==> config.mk <==
export PLATFORM = sky130hd
export DESIGN_NAME = pwm_cfg_bank
export DESIGN_NICKNAME = d
export VERILOG_FILES = /design/src/rtl/pwm_bank_pkg.sv /design/src/rtl/pwm_bank_decode.sv /design/src/rtl/pwm_chan_regs.sv /design/src/rtl/pwm_bank_rdmux.sv /design/src/rtl/pwm_cfg_bank.sv
export SDC_FILE = /design/constraint.sdc
export NUM_CORES = 1
export LEC_CHECK = 0
export BUFFER_PORTS_ARGS = -buffer_cell sky130_fd_sc_hd__buf_2
export CAP_MARGIN = 20
export CORE_MARGIN = 5
export CORE_UTILIZATION = 45
export CTS_BUF_LIST = sky130_fd_sc_hd__clkbuf_8
export DETAILED_ROUTE_END_ITERATION = 12
export PLACE_DENSITY = 0.65
export SYNTH_ARGS = -nofsm -noshare
export SYNTH_HDL_FRONTEND = slang
export SYNTH_SLANG_ARGS = --single-unit
==> constraint.sdc <==
create_clock -name clk -period 4.75 [get_ports clk]
set_clock_uncertainty 0.2 [all_clocks]
set_input_delay 0 -clock clk [delete_from_list [all_inputs] [get_ports clk]]
set_output_delay 0 -clock clk [all_outputs]
set_load 0.03 [all_outputs]
==> src/rtl/pwm_bank_pkg.sv <==
package pwm_bank_pkg;

   // Byte offsets of the shared registers
   localparam int OFS_PRESC  = 'h00;
   localparam int OFS_CLKSEL = 'h04;
   localparam int OFS_CTRL   = 'h08;
   localparam int OFS_IEN    = 'h3C;
   localparam int OFS_ISTAT  = 'h40;
   localparam int OFS_WDOG   = 'h44;

   // Per-channel block: period, compare, capture at a fixed stride
   localparam int OFS_CH_BASE  = 'h0C;
   localparam int CH_STRIDE    = 12;
   localparam int CH_CMP_DELTA = 4;
   localparam int CH_CAP_DELTA = 8;

   localparam int CTL_FIELD_W = 4;

   typedef enum logic [3:0] {
      K_NONE, K_PRESC, K_CLKSEL, K_CTRL,
      K_CNT, K_CMP, K_CAP, K_WDOG, K_IEN, K_ISTAT
   } reg_kind_e;

   // Lowest bit of the control field that belongs to channel n
   function automatic int ctl_lsb(input int n);
      return (n == 0) ? 0 : 4 + 4 * n;
   endfunction

endpackage

==> src/rtl/pwm_bank_decode.sv <==
module pwm_bank_decode
   import pwm_bank_pkg::*;
#(
   parameter int ADDR_W = 12,
   parameter int NUM_CH = 4,
   localparam int CH_IW = (NUM_CH > 1) ? $clog2(NUM_CH) : 1
) (
   input  logic [ADDR_W-1:0] addr,
   output reg_kind_e         kind,
   output logic [CH_IW-1:0]  ch
);

   always_comb begin
      kind = K_NONE;
      ch   = '0;
      if (addr[1:0] == 2'b00) begin
         if (addr == ADDR_W'(OFS_PRESC))       kind = K_PRESC;
         else if (addr == ADDR_W'(OFS_CLKSEL)) kind = K_CLKSEL;
         else if (addr == ADDR_W'(OFS_CTRL))   kind = K_CTRL;
         else if (addr == ADDR_W'(OFS_IEN))    kind = K_IEN;
         else if (addr == ADDR_W'(OFS_ISTAT))  kind = K_ISTAT;
         for (int n = 0; n < NUM_CH; n++) begin
            if (addr == ADDR_W'(OFS_CH_BASE + CH_STRIDE * n)) begin
               kind = K_CNT;
               ch   = CH_IW'(n);
            end
            if (addr == ADDR_W'(OFS_CH_BASE + CH_STRIDE * n + CH_CMP_DELTA)) begin
               kind = K_CMP;
               ch   = CH_IW'(n);
            end
            if (addr == ADDR_W'(OFS_CH_BASE + CH_STRIDE * n + CH_CAP_DELTA)) begin
               kind = K_CAP;
               ch   = CH_IW'(n);
            end
            if (addr == ADDR_W'(OFS_WDOG + 4 * n)) begin
               kind = K_WDOG;
               ch   = CH_IW'(n);
            end
         end
      end
   end

endmodule

==> src/rtl/pwm_chan_regs.sv <==
module pwm_chan_regs #(
   parameter int DATA_W = 32,
   parameter int CNT_W  = 16,
   parameter int CTL_W  = 4
) (
   input  logic              clk,
   input  logic              rst_n,
   input  logic              we_cnt,
   input  logic              we_cmp,
   input  logic              we_ctl,
   input  logic [DATA_W-1:0] wdata,
   input  logic [CTL_W-1:0]  ctl_cur,
   input  logic [CTL_W-1:0]  ctl_new,
   input  logic [CNT_W-1:0]  live,
   output logic [CNT_W-1:0]  cnt_q,
   output logic [CNT_W-1:0]  cmp_q,
   output logic [CNT_W-1:0]  cap_q,
   output logic              strb_q
);

   localparam logic [CNT_W-1:0]  SAT_MAX  = '1;
   localparam logic [DATA_W-1:0] SAT_WIDE = DATA_W'(SAT_MAX);

   logic [CNT_W-1:0] sat_val;
   logic             changed;

   // Oversized values saturate rather than wrap
   assign sat_val = (wdata > SAT_WIDE) ? SAT_MAX : wdata[CNT_W-1:0];

   assign changed = (we_cnt && sat_val != cnt_q) ||
                    (we_cmp && sat_val != cmp_q) ||
                    (we_ctl && ctl_new != ctl_cur);

   always_ff @(posedge clk) begin
      if (!rst_n) begin
         cnt_q  <= '0;
         cmp_q  <= '0;
         cap_q  <= '0;
         strb_q <= 1'b0;
      end else begin
         if (we_cnt) cnt_q <= sat_val;
         if (we_cmp) cmp_q <= sat_val;
         cap_q  <= live;
         strb_q <= changed;
      end
   end

   assert_cnt_saturate_R4: assert property (@(posedge clk) disable iff (!rst_n)
      (we_cnt && wdata > SAT_WIDE) |=> cnt_q == SAT_MAX);

   assert_cmp_saturate_R4: assert property (@(posedge clk) disable iff (!rst_n)
      (we_cmp && wdata > SAT_WIDE) |=> cmp_q == SAT_MAX);

   assert_strobe_has_cause_R9: assert property (@(posedge clk) disable iff (!rst_n)
      strb_q |-> (cnt_q != $past(cnt_q)) || (cmp_q != $past(cmp_q)) ||
                 (ctl_cur != $past(ctl_cur)));

endmodule

==> src/rtl/pwm_bank_rdmux.sv <==
module pwm_bank_rdmux
   import pwm_bank_pkg::*;
#(
   parameter int DATA_W = 32,
   parameter int CNT_W  = 16,
   parameter int NUM_CH = 4,
   localparam int CH_IW = (NUM_CH > 1) ? $clog2(NUM_CH) : 1
) (
   input  reg_kind_e                      kind,
   input  logic [CH_IW-1:0]               ch,
   input  logic [DATA_W-1:0]              presc,
   input  logic [DATA_W-1:0]              clksel,
   input  logic [DATA_W-1:0]              ctrl,
   input  logic [NUM_CH-1:0][CNT_W-1:0]   cnt,
   input  logic [NUM_CH-1:0][CNT_W-1:0]   cmp,
   input  logic [NUM_CH-1:0][CNT_W-1:0]   cap,
   output logic [DATA_W-1:0]              rd_val
);

   always_comb begin
      case (kind)
         K_PRESC:  rd_val = presc;
         K_CLKSEL: rd_val = clksel;
         K_CTRL:   rd_val = ctrl;
         K_CNT:    rd_val = DATA_W'(cnt[ch]);
         K_CMP:    rd_val = DATA_W'(cmp[ch]);
         K_CAP:    rd_val = DATA_W'(cap[ch]);
         default:  rd_val = '0;
      endcase
   end

endmodule

==> src/rtl/pwm_cfg_bank.sv <==
module pwm_cfg_bank
   import pwm_bank_pkg::*;
#(
   parameter int ADDR_W = 12,
   parameter int DATA_W = 32,
   parameter int CNT_W  = 16,
   parameter int NUM_CH = 4
) (
   input  logic                     clk,
   input  logic                     rst_n,
   input  logic [ADDR_W-1:0]        bus_addr,
   input  logic                     bus_wr,
   input  logic [DATA_W-1:0]        bus_wdata,
   input  logic                     bus_rd,
   output logic [DATA_W-1:0]        bus_rdata,
   output logic                     bus_err,
   input  logic [NUM_CH*CNT_W-1:0]  live_cnt,
   output logic [DATA_W-1:0]        cfg_prescale,
   output logic [DATA_W-1:0]        cfg_clksel,
   output logic [DATA_W-1:0]        cfg_ctrl,
   output logic [NUM_CH*CNT_W-1:0]  cfg_cnt,
   output logic [NUM_CH*CNT_W-1:0]  cfg_cmp,
   output logic [NUM_CH-1:0]        upd_strb
);

   localparam int CH_IW = (NUM_CH > 1) ? $clog2(NUM_CH) : 1;

   if (NUM_CH < 1 || NUM_CH > 4) begin : g_bad_ch
      $error("NUM_CH must be 1 to 4 to fit the address map");
   end
   if (CNT_W >= DATA_W) begin : g_bad_cnt
      $error("CNT_W must be narrower than DATA_W");
   end
   if (ADDR_W < 7) begin : g_bad_addr
      $error("ADDR_W too small for the map");
   end
   if (ctl_lsb(NUM_CH - 1) + CTL_FIELD_W > DATA_W) begin : g_bad_ctl
      $error("control fields exceed the data width");
   end

   reg_kind_e                    kind;
   logic [CH_IW-1:0]             ch;
   logic [DATA_W-1:0]            presc_q, clksel_q, ctrl_q, rdata_q, rd_val;
   logic                         err_q, wr_ok, err_next;
   logic [NUM_CH-1:0][CNT_W-1:0] cnt_a, cmp_a, cap_a;

   pwm_bank_decode #(.ADDR_W(ADDR_W), .NUM_CH(NUM_CH)) u_dec (
      .addr (bus_addr),
      .kind (kind),
      .ch   (ch)
   );

   assign wr_ok    = bus_wr && kind != K_NONE && kind != K_CAP;
   assign err_next = ((bus_rd || bus_wr) && kind == K_NONE) ||
                     (bus_wr && kind == K_CAP);

   always_ff @(posedge clk) begin
      if (!rst_n) begin
         presc_q  <= '0;
         clksel_q <= '0;
         ctrl_q   <= '0;
         rdata_q  <= '0;
         err_q    <= 1'b0;
      end else begin
         if (wr_ok && kind == K_PRESC)  presc_q  <= bus_wdata;
         if (wr_ok && kind == K_CLKSEL) clksel_q <= bus_wdata;
         if (wr_ok && kind == K_CTRL)   ctrl_q   <= bus_wdata;
         rdata_q <= (bus_rd && kind != K_NONE) ? rd_val : '0;
         err_q   <= err_next;
      end
   end

   for (genvar n = 0; n < NUM_CH; n++) begin : g_ch
      localparam int LSB = ctl_lsb(n);
      logic sel_ch;
      assign sel_ch = (ch == CH_IW'(n));

      pwm_chan_regs #(.DATA_W(DATA_W), .CNT_W(CNT_W), .CTL_W(CTL_FIELD_W)) u_chan (
         .clk     (clk),
         .rst_n   (rst_n),
         .we_cnt  (wr_ok && kind == K_CNT && sel_ch),
         .we_cmp  (wr_ok && kind == K_CMP && sel_ch),
         .we_ctl  (wr_ok && kind == K_CTRL),
         .wdata   (bus_wdata),
         .ctl_cur (ctrl_q[LSB +: CTL_FIELD_W]),
         .ctl_new (bus_wdata[LSB +: CTL_FIELD_W]),
         .live    (live_cnt[n*CNT_W +: CNT_W]),
         .cnt_q   (cnt_a[n]),
         .cmp_q   (cmp_a[n]),
         .cap_q   (cap_a[n]),
         .strb_q  (upd_strb[n])
      );
   end

   pwm_bank_rdmux #(.DATA_W(DATA_W), .CNT_W(CNT_W), .NUM_CH(NUM_CH)) u_rdmux (
      .kind   (kind),
      .ch     (ch),
      .presc  (presc_q),
      .clksel (clksel_q),
      .ctrl   (ctrl_q),
      .cnt    (cnt_a),
      .cmp    (cmp_a),
      .cap    (cap_a),
      .rd_val (rd_val)
   );

   assign bus_rdata    = rdata_q;
   assign bus_err      = err_q;
   assign cfg_prescale = presc_q;
   assign cfg_clksel   = clksel_q;
   assign cfg_ctrl     = ctrl_q;
   assign cfg_cnt      = cnt_a;
   assign cfg_cmp      = cmp_a;

   assert_err_follows_access_R7: assert property (@(posedge clk) disable iff (!rst_n)
      bus_err |-> $past(bus_rd || bus_wr));

   assert_cap_write_flags_R5: assert property (@(posedge clk) disable iff (!rst_n)
      (bus_wr && kind == K_CAP) |=> bus_err);

   assert_rdata_idle_zero_R8: assert property (@(posedge clk) disable iff (!rst_n)
      !$past(bus_rd) |-> bus_rdata == '0);

   assert_shared_hold_R2: assert property (@(posedge clk) disable iff (!rst_n)
      !$past(bus_wr) |-> ($stable(cfg_prescale) && $stable(cfg_clksel) && $stable(cfg_ctrl)));

   assert_no_rd_wr_overlap_R8: assert property (@(posedge clk) disable iff (!rst_n)
      !(bus_rd && bus_wr));

endmodule

# Word level (Yosys, flattened, before mapping)
# Cells that the tools add are included.
# W data, S select, Z words.
dict set report word_totals {
  register_bits 325
}
dict set report op_classes {
  magnitude_cmp 2
  n_eq_ne 42
  muxes 43
  reduce_logical 46
}
# operator n
set op_table {}
lappend op_table {{$pmux W32 S6} 1}
lappend op_table {{$ne A16 B16 Y1} 8}
lappend op_table {{$bmux W16 S2} 3}
lappend op_table {{$eq A12 B6 Y1 const B} 8}
lappend op_table {{$mux W4} 22}
lappend op_table {{$mux W16} 4}
lappend op_table {{$eq A12 B7 Y1 const B} 5}
lappend op_table {{$eq A12 B5 Y1 const B} 4}
lappend op_table {{$gt A32 B16 Y1 const B} 1}
lappend op_table {{$logic_and A1 B1 Y1} 30}
lappend op_table {{$eq A12 B4 Y1 const B} 2}
lappend op_table {{$mux W2} 9}
lappend op_table {{$ne A4 B4 Y1} 4}
lappend op_table {{$eq A12 B3 Y1 const B} 1}
lappend op_table {{$eq A4 B3 Y1 const B} 3}
lappend op_table {{$logic_not A12 Y1} 1}
lappend op_table {{$logic_or A1 B1 Y1} 10}
lappend op_table {{$eq A4 B2 Y1 const B} 2}
lappend op_table {{$eq A2 B2 Y1 const B} 2}
lappend op_table {{$eq A4 B1 Y1 const B} 1}
lappend op_table {{$logic_not A2 Y1} 2}
lappend op_table {{$logic_not A4 Y1} 1}
lappend op_table {{$mux W1} 4}
lappend op_table {{$ne A4 B3 Y1 const B} 1}
lappend op_table {{other kinds (4)} 4}

# Logic depth before layout (Yosys ltp)
# Gate-level depths: netlist of run 1.
dict set report depth {
  ltp_word 31
  ltp_mapped 11
}

# Hierarchy
# A second synthesis of run 1 with hierarchy kept.
dict set report hier_totals {
  hier_cells 1830
  hier_area_um2 16240.6
}
# module n_inst cells_each area_per_inst_um2 seq_area_each_um2
set modules_own_cells {}
lappend modules_own_cells {pwm_chan_regs 4 290 2364.8 980.9}
lappend modules_own_cells {pwm_cfg_bank 1 440 4531.8 2582.5}
lappend modules_own_cells {pwm_bank_rdmux 1 174 1928.1 0.0}
lappend modules_own_cells {pwm_bank_decode 1 56 321.6 0.0}

# Worst setup path before layout of run 1
# OpenSTA, ideal clock, no wires.
dict set report synth_path {
  kind {in2reg}
  start {in bus_addr[2]}
  end {reg rdata_q[12], in the netlist bus_rdata[12]}
  setup_ps 142
  t_arrival_ps 1791
  t_required_ps 4408
  path_slack_ps 2617
  path_stages 10
  n_path_buf 3
  path_cell_list {buf_2 -> buf_2 -> or3b_1 -> a211o_1 -> a21o_1 -> clkbuf_1 -> o22ai_1 -> nor2_1 -> a21oi_1 -> a31oi_1}
}
dict set report synth_via {
  elab_chain_cells 26
  elab_cells_between_ends 72
  classes_between {26 x eq/ne; 42 x mux; 4 x reduce/logical}
}
# element line
set synth_rtl {}
lappend synth_rtl {{start: declaration} pwm_cfg_bank.sv:11} ;# input logic [ADDR_W-1:0] bus_addr,
lappend synth_rtl {{branches (longest 26 deep; another with $eq A12 B7 Y1)} -}
lappend synth_rtl {{end signal: assignment} pwm_cfg_bank.sv:68} ;# rdata_q <= (bus_rd && kind != K_NONE) ? rd_val : '0;
lappend synth_rtl {{end: declaration} pwm_cfg_bank.sv:43} ;# logic [DATA_W-1:0] presc_q, clksel_q, ctrl_q, rdata_q, rd_val;
# Several ways; the timed one is not identified. The select of a mux whose other input is x is not followed.
# A chain may end at the register's enable or synchronous reset.

# Final worst setup path of run 1
dict set report layout_path {
  start {in bus_addr[3]}
  end {reg err_q, in the netlist bus_err}
}
dict set report layout_via {
  elab_chain_cells 26
  elab_cells_between_ends 48
  classes_between {21 x eq/ne; 22 x mux; 5 x reduce/logical}
}
# element line
set layout_rtl {}
lappend layout_rtl {{$eq A12 B7 Y1} pwm_bank_decode.sv:21} ;# else if (addr == ADDR_W'(OFS_ISTAT)) kind = K_ISTAT;
lappend layout_rtl {{$mux W4} pwm_bank_decode.sv:21}
lappend layout_rtl {{$mux W4} pwm_bank_decode.sv:20} ;# else if (addr == ADDR_W'(OFS_IEN)) kind = K_IEN;
lappend layout_rtl {{$mux W4} pwm_bank_decode.sv:19} ;# else if (addr == ADDR_W'(OFS_CTRL)) kind = K_CTRL;
lappend layout_rtl {{$mux W4} pwm_bank_decode.sv:18} ;# else if (addr == ADDR_W'(OFS_CLKSEL)) kind = K_CLKSEL;
lappend layout_rtl {{$mux W4} pwm_bank_decode.sv:17} ;# if (addr == ADDR_W'(OFS_PRESC)) kind = K_PRESC;
lappend layout_rtl {{$mux W4} pwm_bank_decode.sv:23} ;# if (addr == ADDR_W'(OFS_CH_BASE + CH_STRIDE * n)) begin
lappend layout_rtl {{$mux W4} pwm_bank_decode.sv:27} ;# if (addr == ADDR_W'(OFS_CH_BASE + CH_STRIDE * n + CH_CMP_DELTA)) begin
lappend layout_rtl {{[... 10 more ...]} -}
lappend layout_rtl {{$mux W4} pwm_bank_decode.sv:23}
lappend layout_rtl {{$mux W4} pwm_bank_decode.sv:27}
lappend layout_rtl {{$mux W4} pwm_bank_decode.sv:31} ;# if (addr == ADDR_W'(OFS_CH_BASE + CH_STRIDE * n + CH_CAP_DELTA)) begin
lappend layout_rtl {{$mux W4 (*)} pwm_bank_decode.sv:35} ;# if (addr == ADDR_W'(OFS_WDOG + 4 * n)) begin
lappend layout_rtl {{$mux W4 (*)} pwm_bank_decode.sv:16} ;# if (addr[1:0] == 2'b00) begin
lappend layout_rtl {{$eq A4 B3 Y1 or $logic_not A4 Y1 (tied branches)} {pwm_cfg_bank.sv:55, pwm_cfg_bank.sv:54}}
lappend layout_rtl {{$logic_and A1 B1 Y1, on equally long branches} {pwm_cfg_bank.sv:55, pwm_cfg_bank.sv:54}}
lappend layout_rtl {{$logic_or A1 B1 Y1 (*)} pwm_cfg_bank.sv:54} ;# assign err_next = ((bus_rd || bus_wr) && kind == K_NONE) ||
lappend layout_rtl {{end signal: assignment} pwm_cfg_bank.sv:69} ;# err_q <= err_next;
lappend layout_rtl {{end: declaration} pwm_cfg_bank.sv:44} ;# logic err_q, wr_ok, err_next;
# Mark *: on every way between the ends. The rest lies on a longest branch, timed or not.

==> flow_metrics.py, run 1 <==
metrics = {
    "outcome": {
        "outcome": "completed",
    },
    "yosys": {
        "netlist_area_mm2": 0.0151,
        "synth_seq_cells": 325,
        "ys_top_cells_by_area": "dfxtp_1, nand2_1, a21oi_1",
        "yosys.cell_count.top_type": "dfxtp_1",
        "avgSynthCellArea_um2": 8.14,
        "async_flop_share_pct": 0,
        "ys_top_cells_by_count": "dfxtp_1, nand2_1, a21oi_1, nor2_1, a211oi_1",
        "syn_inst": 1857,
        "synth_edf_count": 0,
        "synth_cell_types": 64,
        "yosysTopAreaCell": "dfxtp_1",
        "syn_nets": 1969,
        "synth_flop_cell": "dfxtp_1",
        "yosysWarnings": 0,
        "seq_area_frac_synth_pct": 43.1,
        "yosysTopAreaCellShare_pct": 43.1,
    },
    "worst_setup_path": {
        "end_kind": "flip-flop",
        "cp_cell_sequence": "dlygate4sd3_1 > buf_2 > inv_2 > or4_1 > a31o_1 > nor3b_1 > and2_1 > o21ai_0 > a21oi_1 > dlygate4sd3_1",
        "crit_top_cell": "dlygate4sd3_1",
        "critPathLaunchType": "input port",
        "path_max_fanout": 45,
        "crit_slowest_cell": "buf_2",
        "critical_path_arrival_ns": 4.07,
        "path_class": "in -> reg",
        "crit_required_ns": 5.04,
        "cpPeakStageDelay_ns": 0.74,
    },
    "die": {
        "die_h_um": 193,
        "num_io_pins": 373,
        "num_rows": 67,
        "dieArea_mm2": 0.0373,
        "core_area_mm2": 0.0334,
        "die_width_um": 193,
        "initial_core_util_pct": 45.3,
    },
    "route": {
        "drt-total-wl_um": 68200,
        "wl_per_cell_um": 23.7,
        "drc": 0,
        "drt_iter0_drc": 2028,
        "postRouteAntennaNets": 0,
        "dr.pass1.iters": 7,
        "dr_total_vias": 16800,
        "vias_per_cell": 5.82,
    },
    "clock_tree": {
        "clkSinkCount": 325,
        "cts_buffer_depth": 3,
        "root_buffer": "clkbuf_8",
        "cts_inserted_buffers": 53,
        "htreeDepth": 2,
        "cts_tree": "built",
        "insertion_delay_ns": 0.61,
        "path_clk_slew_ns": 0.07,
    },
    "grt": {
        "grt_pass1_vias": 16100,
        "grt_max_degree": 109,
        "antenna_found_initial": 4,
        "grt_first_pass_wirelength_um": 102000,
        "grt_usage_pct": 34.5,
        "grt.overflow.total": 0,
    },
    "sta": {
        "slew_headroom_pct": 25.3,
        "tns_ns": 0,
        "layout_min_cycle_time_ns": 3.78,
        "timing.final.crit_share_pct": 79.5,
        "clock.fmax_mhz": 265,
        "setup_viol": 0,
        "drv_slew": 0,
        "hold_violations": 0,
        "rsz0062_at_grt": "false",
        "worst_slew_pin_slew_ns": 1.12,
    },
    "cells_and_area": {
        "drive_above_1_share_pct": 21.6,
        "nets": 2506,
        "fin_area_mm2": 0.0205,
        "fin_util_pct": 61.5,
        "areaGrowthSynthToFinish_pct": 35.9,
        "fillers": 2913,
    },
    "placement": {
        "placed_area_mm2": 0.0170,
        "io_buffers": 372,
        "routabilityCongestion": 0.962,
        "dpl.hpwl_um": 43600,
    },
    "job": {
        "drv_cap": 0,
    },
    "power": {
        "p_leak_nw": 8.58,
        "powerDensity_mw_per_mm2": 276,
        "irDropWorstVdd_mv": 0.196,
    },
    "worst_hold_path": {
        "hold_path_class": "in -> reg",
    },
}
==> stage by stage <==
step | std cells | worst slack [ns] | power [mW] | hold WS (ns)
floorplan | 1857 | 2.62 | 2.97 | -0.0727
global placement | 2544 | 1.25 | 3.07 | 0.00715
detailed placement | 2544 | 1.15 | 3.08 | 0.00811
CTS | 2879 | 1.06 | 5.61 | 0.000384
global route | 2883 | 0.767 | 5.82 | 0.0260
finish | 2883 | 0.973 | 5.66 | 0.0178
==> final timing paths <==
path	start	to	slack [ns]	depth (start not counted)
worst min-delay path	bus_wdata[25]	cfg_ctrl[25]	0.02	4
worst min register to register	cfg_prescale[30]	cfg_prescale[30]	0.27	2
worst max register to register	g_ch[0].u_chan.cmp_q[9]	g_ch[0].u_chan.strb_q	2.54	5
worst max-delay path	bus_addr[3]	bus_err	0.97	10
==> layout by cell type, fill, tap and decap left out, types with 67 or more instances in the layout <==
cell           netlist  layout
dlygate4sd3_1        0     242
clkbuf_8             0      67
a211oi_1           112     112
nand2_1            279     279
buf_2               35     372
dfxtp_1            325     325
nor2_1             177     176
and2_1              67      67
a21oi_1            202     201
==> layout make-up <==
class	instances	area [um^2]	area share [%]
multi-input combinational	1337	7690	37.5
sequential	325	6510	31.7
timing repair buffer	659	4640	22.6
clock buffer	67	922	4.49
tap	448	561	2.73
clock inverter	26	128	0.622
inverter	18	72.6	0.354
antenna	3	7.51	0.0366
==> cells by family after synthesis <==
logic type	synth area share, %
muxes	2.27
DFF	43.1
and+or+nand+nor	22.1
AOI/OAI and AO/OA	21.5
adders and majority gates	0.0663
xor gates and xnor gates	4.70
buffers and inverters	6.28
==> worst max-delay path, delay by kind of cell <==
family / cells / cell delay [ns]
buffers and inverters: 4 / 2.15
and+or+nand+nor: 3 / 1.19
AOI/OAI and AO/OA: 3 / 0.71
==> metal layers <==
| layer | GRT usage [%] | share of wire [%] | vias up |
|---|---|---|---|
| li1 | - | - | 7626 |
| met1 | 45.0 | 39 | 7889 |
| met2 | 54.6 | 45 | 1079 |
| met3 | 9.11 | 11 | 190 |
| met4 | 14.0 | 4.5 | 2 |
| met5 | 0 | 0.018 | - |
==> power by group <==
group / internal [mW] / total (mW) / switching, mW
logic: 0.210 / 0.435 / 0.225
clock network: 1.27 / 2.45 / 1.18
registers: 2.76 / 2.77 / 0.0123
==> flip-flops by register name (all words and copies together) (netlist names) <==
| name | count |
|---|---|
| bus_err | 1 |
| bus_rdata | 32 |
| cfg_clksel | 32 |
| cfg_ctrl | 32 |
| cfg_prescale | 32 |
| g_ch.u_chan.cap_q | 64 |
| g_ch.u_chan.cmp_q | 64 |
| g_ch.u_chan.cnt_q | 64 |
| g_ch.u_chan.strb_q | 4 |
==> what timing repair did <==
action | 4_1_cts | 5_1_grt
hold buffers | 242 | 0
hold endpoints to repair | 301 | 0
endpoints found under the setup margin | 0 | 0
buffers inserted | 0 | 0
gates resized for setup | 0 | 0
(Power assumes the default switching activity.)
==> run 2, diff against run 1 <==
--- a/config.mk
+++ b/config.mk
@@ -11,7 +11,7 @@
 export CORE_UTILIZATION = 45
 export CTS_BUF_LIST = sky130_fd_sc_hd__clkbuf_8
 export DETAILED_ROUTE_END_ITERATION = 12
-export PLACE_DENSITY = 0.65
+export PLACE_DENSITY = 0.68
 export SYNTH_ARGS = -nofsm -noshare
 export SYNTH_HDL_FRONTEND = slang
 export SYNTH_SLANG_ARGS = --single-unit
==> constraint.sdc (replaced) <==
create_clock -name clk -period 3.1 [get_ports clk]
set_clock_uncertainty 0.2 [all_clocks]
set_input_delay 0 -clock clk [delete_from_list [all_inputs] [get_ports clk]]
set_output_delay 0 -clock clk [all_outputs]
set_load 0.03 [all_outputs]
==> run 2 against run 1 <==
Against the previous run:
- die area stayed put
- hold slack better by 0.0078 ns
- first-iteration DRC count is 15% higher
- count of clock-buffer cells in the layout is 8 lower
- register-to-register slack worse by 1.6 ns
- routed wire length is 4.6% higher
- worst setup slack worse by 0.84 ns
==> flow_metrics.py, run 2 (synthesis results as in run 1) <==
metrics = {
    "die": {
        "num_io_pins": 373,
        "initial_core_util_pct": 45.3,
        "dieArea_mm2": 0.0373,
        "core_area_mm2": 0.0334,
        "die_h_um": 193,
        "num_rows": 67,
        "die_width_um": 193,
    },
    "sta": {
        "drv_slew": 0,
        "worst_slew_pin_slew_ns": 1.07,
        "tns_ns": 0,
        "clock.fmax_mhz": 337,
        "hold_violations": 0,
        "slew_headroom_pct": 28.9,
        "hold_ws_ns": 0.0255,
        "layout_min_cycle_time_ns": 2.96,
        "setup_viol": 0,
        "rsz0062_at_grt": "false",
        "timing.final.crit_share_pct": 95.6,
    },
    "placement": {
        "routabilityCongestion": 0.976,
        "dpl.hpwl_um": 45800,
        "io_buffers": 372,
        "placed_area_mm2": 0.0173,
    },
    "outcome": {
        "outcome": "completed",
    },
    "worst_setup_path": {
        "end_kind": "flip-flop",
        "crit_required_ns": 3.41,
        "critPathLaunchType": "input port",
        "path_max_fanout": 16,
        "path_class": "in -> reg",
        "critical_path_arrival_ns": 3.27,
    },
    "grt": {
        "grt_usage_pct": 35.7,
        "grt.overflow.total": 0,
        "grt_first_pass_wirelength_um": 105000,
        "antenna_found_initial": 4,
        "grt_pass1_vias": 16400,
        "grt_max_degree": 78,
    },
    "job": {
        "drv_cap": 0,
    },
    "route": {
        "vias_per_cell": 5.91,
        "drt_iter0_drc": 2337,
        "drt-total-wl_um": 71400,
        "dr_total_vias": 17300,
        "dr.pass1.iters": 6,
        "postRouteAntennaNets": 0,
        "wl_per_cell_um": 24.4,
        "drc": 0,
    },
    "cells_and_area": {
        "fillers": 2782,
        "areaGrowthSynthToFinish_pct": 38.9,
        "final_common_cell": "buf_2",
        "nets": 2543,
        "drive_above_1_share_pct": 22.3,
        "final_cell_mix": "buf_2, dfxtp_1, nand2_1, dlygate4sd3_1, a21oi_1",
        "largestRegisters": "g_ch.u_chan.cap_q (64), g_ch.u_chan.cmp_q (64), g_ch.u_chan.cnt_q (64)",
        "fin_util_pct": 62.9,
        "multi_input_area_mm2": 0.00769,
        "seq_area_mm2": 0.00651,
        "fin_area_mm2": 0.0210,
    },
    "power": {
        "powerDensity_mw_per_mm2": 428,
        "p_leak_nw": 8.82,
        "p_total_mw": 8.98,
        "irDropWorstVdd_mv": 0.260,
    },
    "worst_hold_path": {
        "hold_path_class": "in -> reg",
    },
    "clock_tree": {
        "cts_tree": "built",
        "cts_inserted_buffers": 51,
        "insertion_delay_ns": 0.63,
        "htreeDepth": 2,
        "path_clk_slew_ns": 0.07,
        "clkSinkCount": 325,
        "post-cts-setup-buffers": 0,
        "cts_buffer_depth": 3,
        "root_buffer": "clkbuf_8",
    },
}
## run 2: repair_timing
action,in CTS,in global routing
hold endpoints to repair,311,0
endpoints found under the setup margin,0,3
gates resized for setup,0,3
hold buffers,254,0
## run 2: stage by stage
stage | setup slack (ns) | instances
final | 0.136 | 2923
after floorplan | 0.967 | 1857
after CTS | 0.132 | 2921
after global routing | 0.0220 | 2923
after global placement | 0.0751 | 2572
after detailed placement | 0.0477 | 2572
## run 2: path summary, 6_finish.rpt
path                      startpoint        endpoint  slack [ns]  cells past startpoint
max                      bus_addr[3]    bus_rdata[5]        0.14                     10
min                    bus_wdata[25]  cfg_clksel[25]        0.03                      4
max reg2reg  g_ch[3].u_chan.cnt_q[5]    bus_rdata[5]        0.98                      5
min reg2reg           cfg_clksel[26]  cfg_clksel[26]        0.27                      2
## run 2: cell type report
| cell class | instances | share of cell area, % |
|---|---|---|
| flip-flops and latches | 325 | 31.0 |
| multi-input cells | 1337 | 36.7 |
| diodes | 2 | 0.0238 |
| repair buffers | 698 | 24.0 |
| well taps | 448 | 2.67 |
| inverters | 18 | 0.346 |
| clock inverters | 36 | 1.45 |
| clock buffers | 59 | 3.87 |
## run 2: where the power goes
group	switching, mW	total, mW	internal (mW)
Clock	1.87	4.04	2.17
Sequential	0.0241	4.25	4.22
Combinational	0.354	0.693	0.338
## run 2: worst max-delay path, stage by stage
cell	delay, ns
dlygate4sd3_1	0.53
clkbuf_4	0.23
inv_2	0.14
or4_1	0.53
a31o_1	0.29
nor3b_1	0.17
and2_1	0.36
a21oi_1	0.31
a31oi_1	0.12
dlygate4sd3_1	0.57
## run 2: layer usage
metal | up-vias | routed length (um) | global-route usage, %
li1 | 7702 | - | -
met1 | 8152 | 27500 | 46.4
met2 | 1162 | 31800 | 56.1
met3 | 256 | 7980 | 8.71
met4 | 4 | 4070 | 17.1
met5 | - | 21 | 0
==> run 3, diff against run 2 <==
--- a/config.mk
+++ b/config.mk
@@ -5,6 +5,7 @@
 export SDC_FILE = /design/constraint.sdc
 export NUM_CORES = 1
 export LEC_CHECK = 0
+export ABC_CLOCK_PERIOD_IN_PS = 3100
 export BUFFER_PORTS_ARGS = -buffer_cell sky130_fd_sc_hd__buf_2
 export CAP_MARGIN = 20
 export CORE_MARGIN = 5
@@ -12,6 +13,7 @@
 export CTS_BUF_LIST = sky130_fd_sc_hd__clkbuf_8
 export DETAILED_ROUTE_END_ITERATION = 12
 export PLACE_DENSITY = 0.68
+export REMOVE_ABC_BUFFERS = 1
 export SYNTH_ARGS = -nofsm -noshare
 export SYNTH_HDL_FRONTEND = slang
 export SYNTH_SLANG_ARGS = --single-unit
==> run 3 against run 2 <==
Against the previous run:
- sequential cell count unchanged
- core utilization is 0.48 points higher
- worst setup slack better by 0.0046 ns
- largest cell class unchanged
- sequential power about the same
- total power shrank 0.75%
- count of clock-buffer cells in the layout up 10
- sequential share of layout area is 0.24 points lower
- critical path type unchanged
==> flow_metrics.py, run 3 (synthesis results as in run 1) <==
metrics = {
    "worst_setup_path": {
        "cpPeakStageDelay_ns": 0.59,
        "crit_top_cell": "dlygate4sd3_1",
        "crit_slowest_cell": "dlygate4sd3_1",
        "critical_path_arrival_ns": 3.27,
        "crit_buf_inv": 5,
        "crit_required_ns": 3.41,
        "critPathLaunchType": "input port",
        "reg2reg_slack_ns": 1.09,
        "cp_cell_sequence": "dlygate4sd3_1 > clkbuf_4 > inv_2 > or4_1 > a31o_1 > nor3b_1 > and2_1 > buf_4 > o21ai_0 > a21oi_1 > dlygate4sd3_1",
        "path_max_fanout": 12,
        "crit_family": "buffers and inverters",
        "rr_worst_depth": 5,
        "r2r-start": "g_ch[3].u_chan.cmp_q[12]",
        "path_class": "in -> reg",
        "timing.rr.end": "g_ch[3].u_chan.strb_q",
        "end_kind": "flip-flop",
    },
    "route": {
        "vias_per_cell": 5.74,
        "postRouteAntennaNets": 0,
        "wl_per_cell_um": 22.2,
        "drt-total-wl_um": 65400,
        "dr_total_vias": 16900,
        "drc": 0,
        "dr.pass1.iters": 6,
        "drt_iter0_drc": 1820,
    },
    "die": {
        "dieArea_mm2": 0.0373,
        "die_width_um": 193,
        "core_area_mm2": 0.0334,
        "num_rows": 67,
        "die_h_um": 193,
        "num_io_pins": 373,
        "initial_core_util_pct": 45.3,
    },
    "cells_and_area": {
        "final_cell_mix": "buf_2, dfxtp_1, nand2_1, dlygate4sd3_1, a21oi_1",
        "areaGrowthSynthToFinish_pct": 40.0,
        "stdcell_count": 2938,
        "final_common_cell": "buf_2",
        "fin_area_mm2": 0.0211,
        "largestRegisters": "g_ch.u_chan.cap_q (64), g_ch.u_chan.cmp_q (64), g_ch.u_chan.cnt_q (64)",
        "fin_util_pct": 63.4,
        "drive_above_1_share_pct": 23.2,
        "antenna_cells": 0,
        "fillers": 2849,
        "nets": 2561,
    },
    "outcome": {
        "outcome": "completed",
    },
    "clock_tree": {
        "path_clk_slew_ns": 0.07,
        "cts_inserted_buffers": 54,
        "post-cts-setup-buffers": 0,
        "htreeDepth": 2,
        "root_buffer": "clkbuf_8",
        "insertion_delay_ns": 0.62,
        "cts_tree": "built",
        "clkSinkCount": 325,
        "cts_buffer_depth": 3,
    },
    "grt": {
        "grt.overflow.total": 0,
        "antenna_found_initial": 0,
        "grt_max_degree": 78,
        "grt_pass1_vias": 16200,
        "grt_usage_pct": 33.0,
        "grt_first_pass_wirelength_um": 98800,
    },
    "sta": {
        "slew_headroom_pct": 40.9,
        "drv_slew": 0,
        "hold_violations": 0,
        "setup_viol": 0,
        "timing.final.crit_share_pct": 95.5,
        "rsz0062_at_grt": "false",
        "clock.fmax_mhz": 338,
        "layout_min_cycle_time_ns": 2.96,
        "worst_slew_pin_slew_ns": 0.887,
        "tns_ns": 0,
    },
    "worst_hold_path": {
        "hp-start": "bus_wdata[31]",
        "holdPathStages": 4,
        "holdPathEnd": "cfg_prescale[31]",
        "hold_path_class": "in -> reg",
    },
    "power": {
        "irDropWorstVdd_mv": 0.306,
        "p_total_mw": 8.91,
        "powerDensity_mw_per_mm2": 421,
        "p_leak_nw": 8.89,
    },
    "placement": {
        "io_buffers": 372,
        "dpl.hpwl_um": 42800,
        "placed_area_mm2": 0.0175,
        "routabilityCongestion": 0.966,
        "dp.cells": 2589,
    },
    "job": {
        "drv_cap": 0,
    },
}
## run 3: cell types whose count changed in the layout (fill, tap and decap cells not counted), moves of 3 or more
| cell | change |
|---|---|
| buf_12 | +3 |
| bufinv_16 | -3 |
| clkinv_2 | +3 |
| inv_1 | -8 |
| clkbuf_8 | +10 |
| buf_4 | +14 |
## run 3: worst max-delay path by stage
stage                   from                     to  slack [ns]  depth (start not counted)
3_3_place_gp   bus_wdata[16]  g_ch[2].u_chan.strb_q        0.23                          9
6_report         bus_addr[3]                bus_err        0.14                         11
5_1_grt          bus_addr[3]                bus_err        0.03                         11
3_5_place_dp   bus_wdata[16]  g_ch[3].u_chan.strb_q        0.07                          9
4_1_cts          bus_addr[3]                bus_err        0.13                         11
2_1_floorplan    bus_addr[8]          cfg_clksel[0]       -1.14                          7
## run 3: final cells by class
type	instances	area, um^2	area share, %
Clock buffer	69	950	4.49
Timing Repair Buffer	713	5180	24.5
Tap cell	448	561	2.65
Inverter	18	72.6	0.343
Sequential cell	325	6510	30.8
Clock inverter	28	184	0.870
Multi-Input combinational cell	1337	7700	36.4
## run 3: power breakdown
part | internal, mW | switching [mW] | leakage (nW)
clock | 2.17 | 1.83 | 0.640
sequential | 4.22 | 0.0187 | 2.63
combinational | 0.334 | 0.335 | 5.62
total | 6.72 | 2.19 | 8.89
## run 3: tightest hold or removal path, delay by kind of cell
family / cells / cell delay (ns)
buf+inv: 2 / 0.68
simple gates: 1 / 0.06
compound gates: 1 / 0.05
## run 3: stage by stage
stage / setup WS (ns) / hold WS, ns
CTS: 0.132 / 0.000830
detailed placement: 0.0693 / 0.00859
global placement: 0.233 / 0.00566
global route: 0.0327 / 0.0270
floorplan: -1.14 / -0.0783
finish: 0.140 / 0.0365
## run 3: repair_timing
item                                   in CTS  in global routing
resized for setup                           0                  2
endpoints found under the hold margin     324                  0
setup endpoints to repair                   0                  2
hold buffers                              252                  0
## run 3: metal layers
layer | share of wire [%] | GRT usage (%) | vias up
li1 | - | - | 7745
met1 | 39 | 42.1 | 7924
met2 | 46 | 53.7 | 1014
met3 | 9.9 | 7.46 | 192
met4 | 4.9 | 14.5 | 0
met5 | 0 | 0 | -
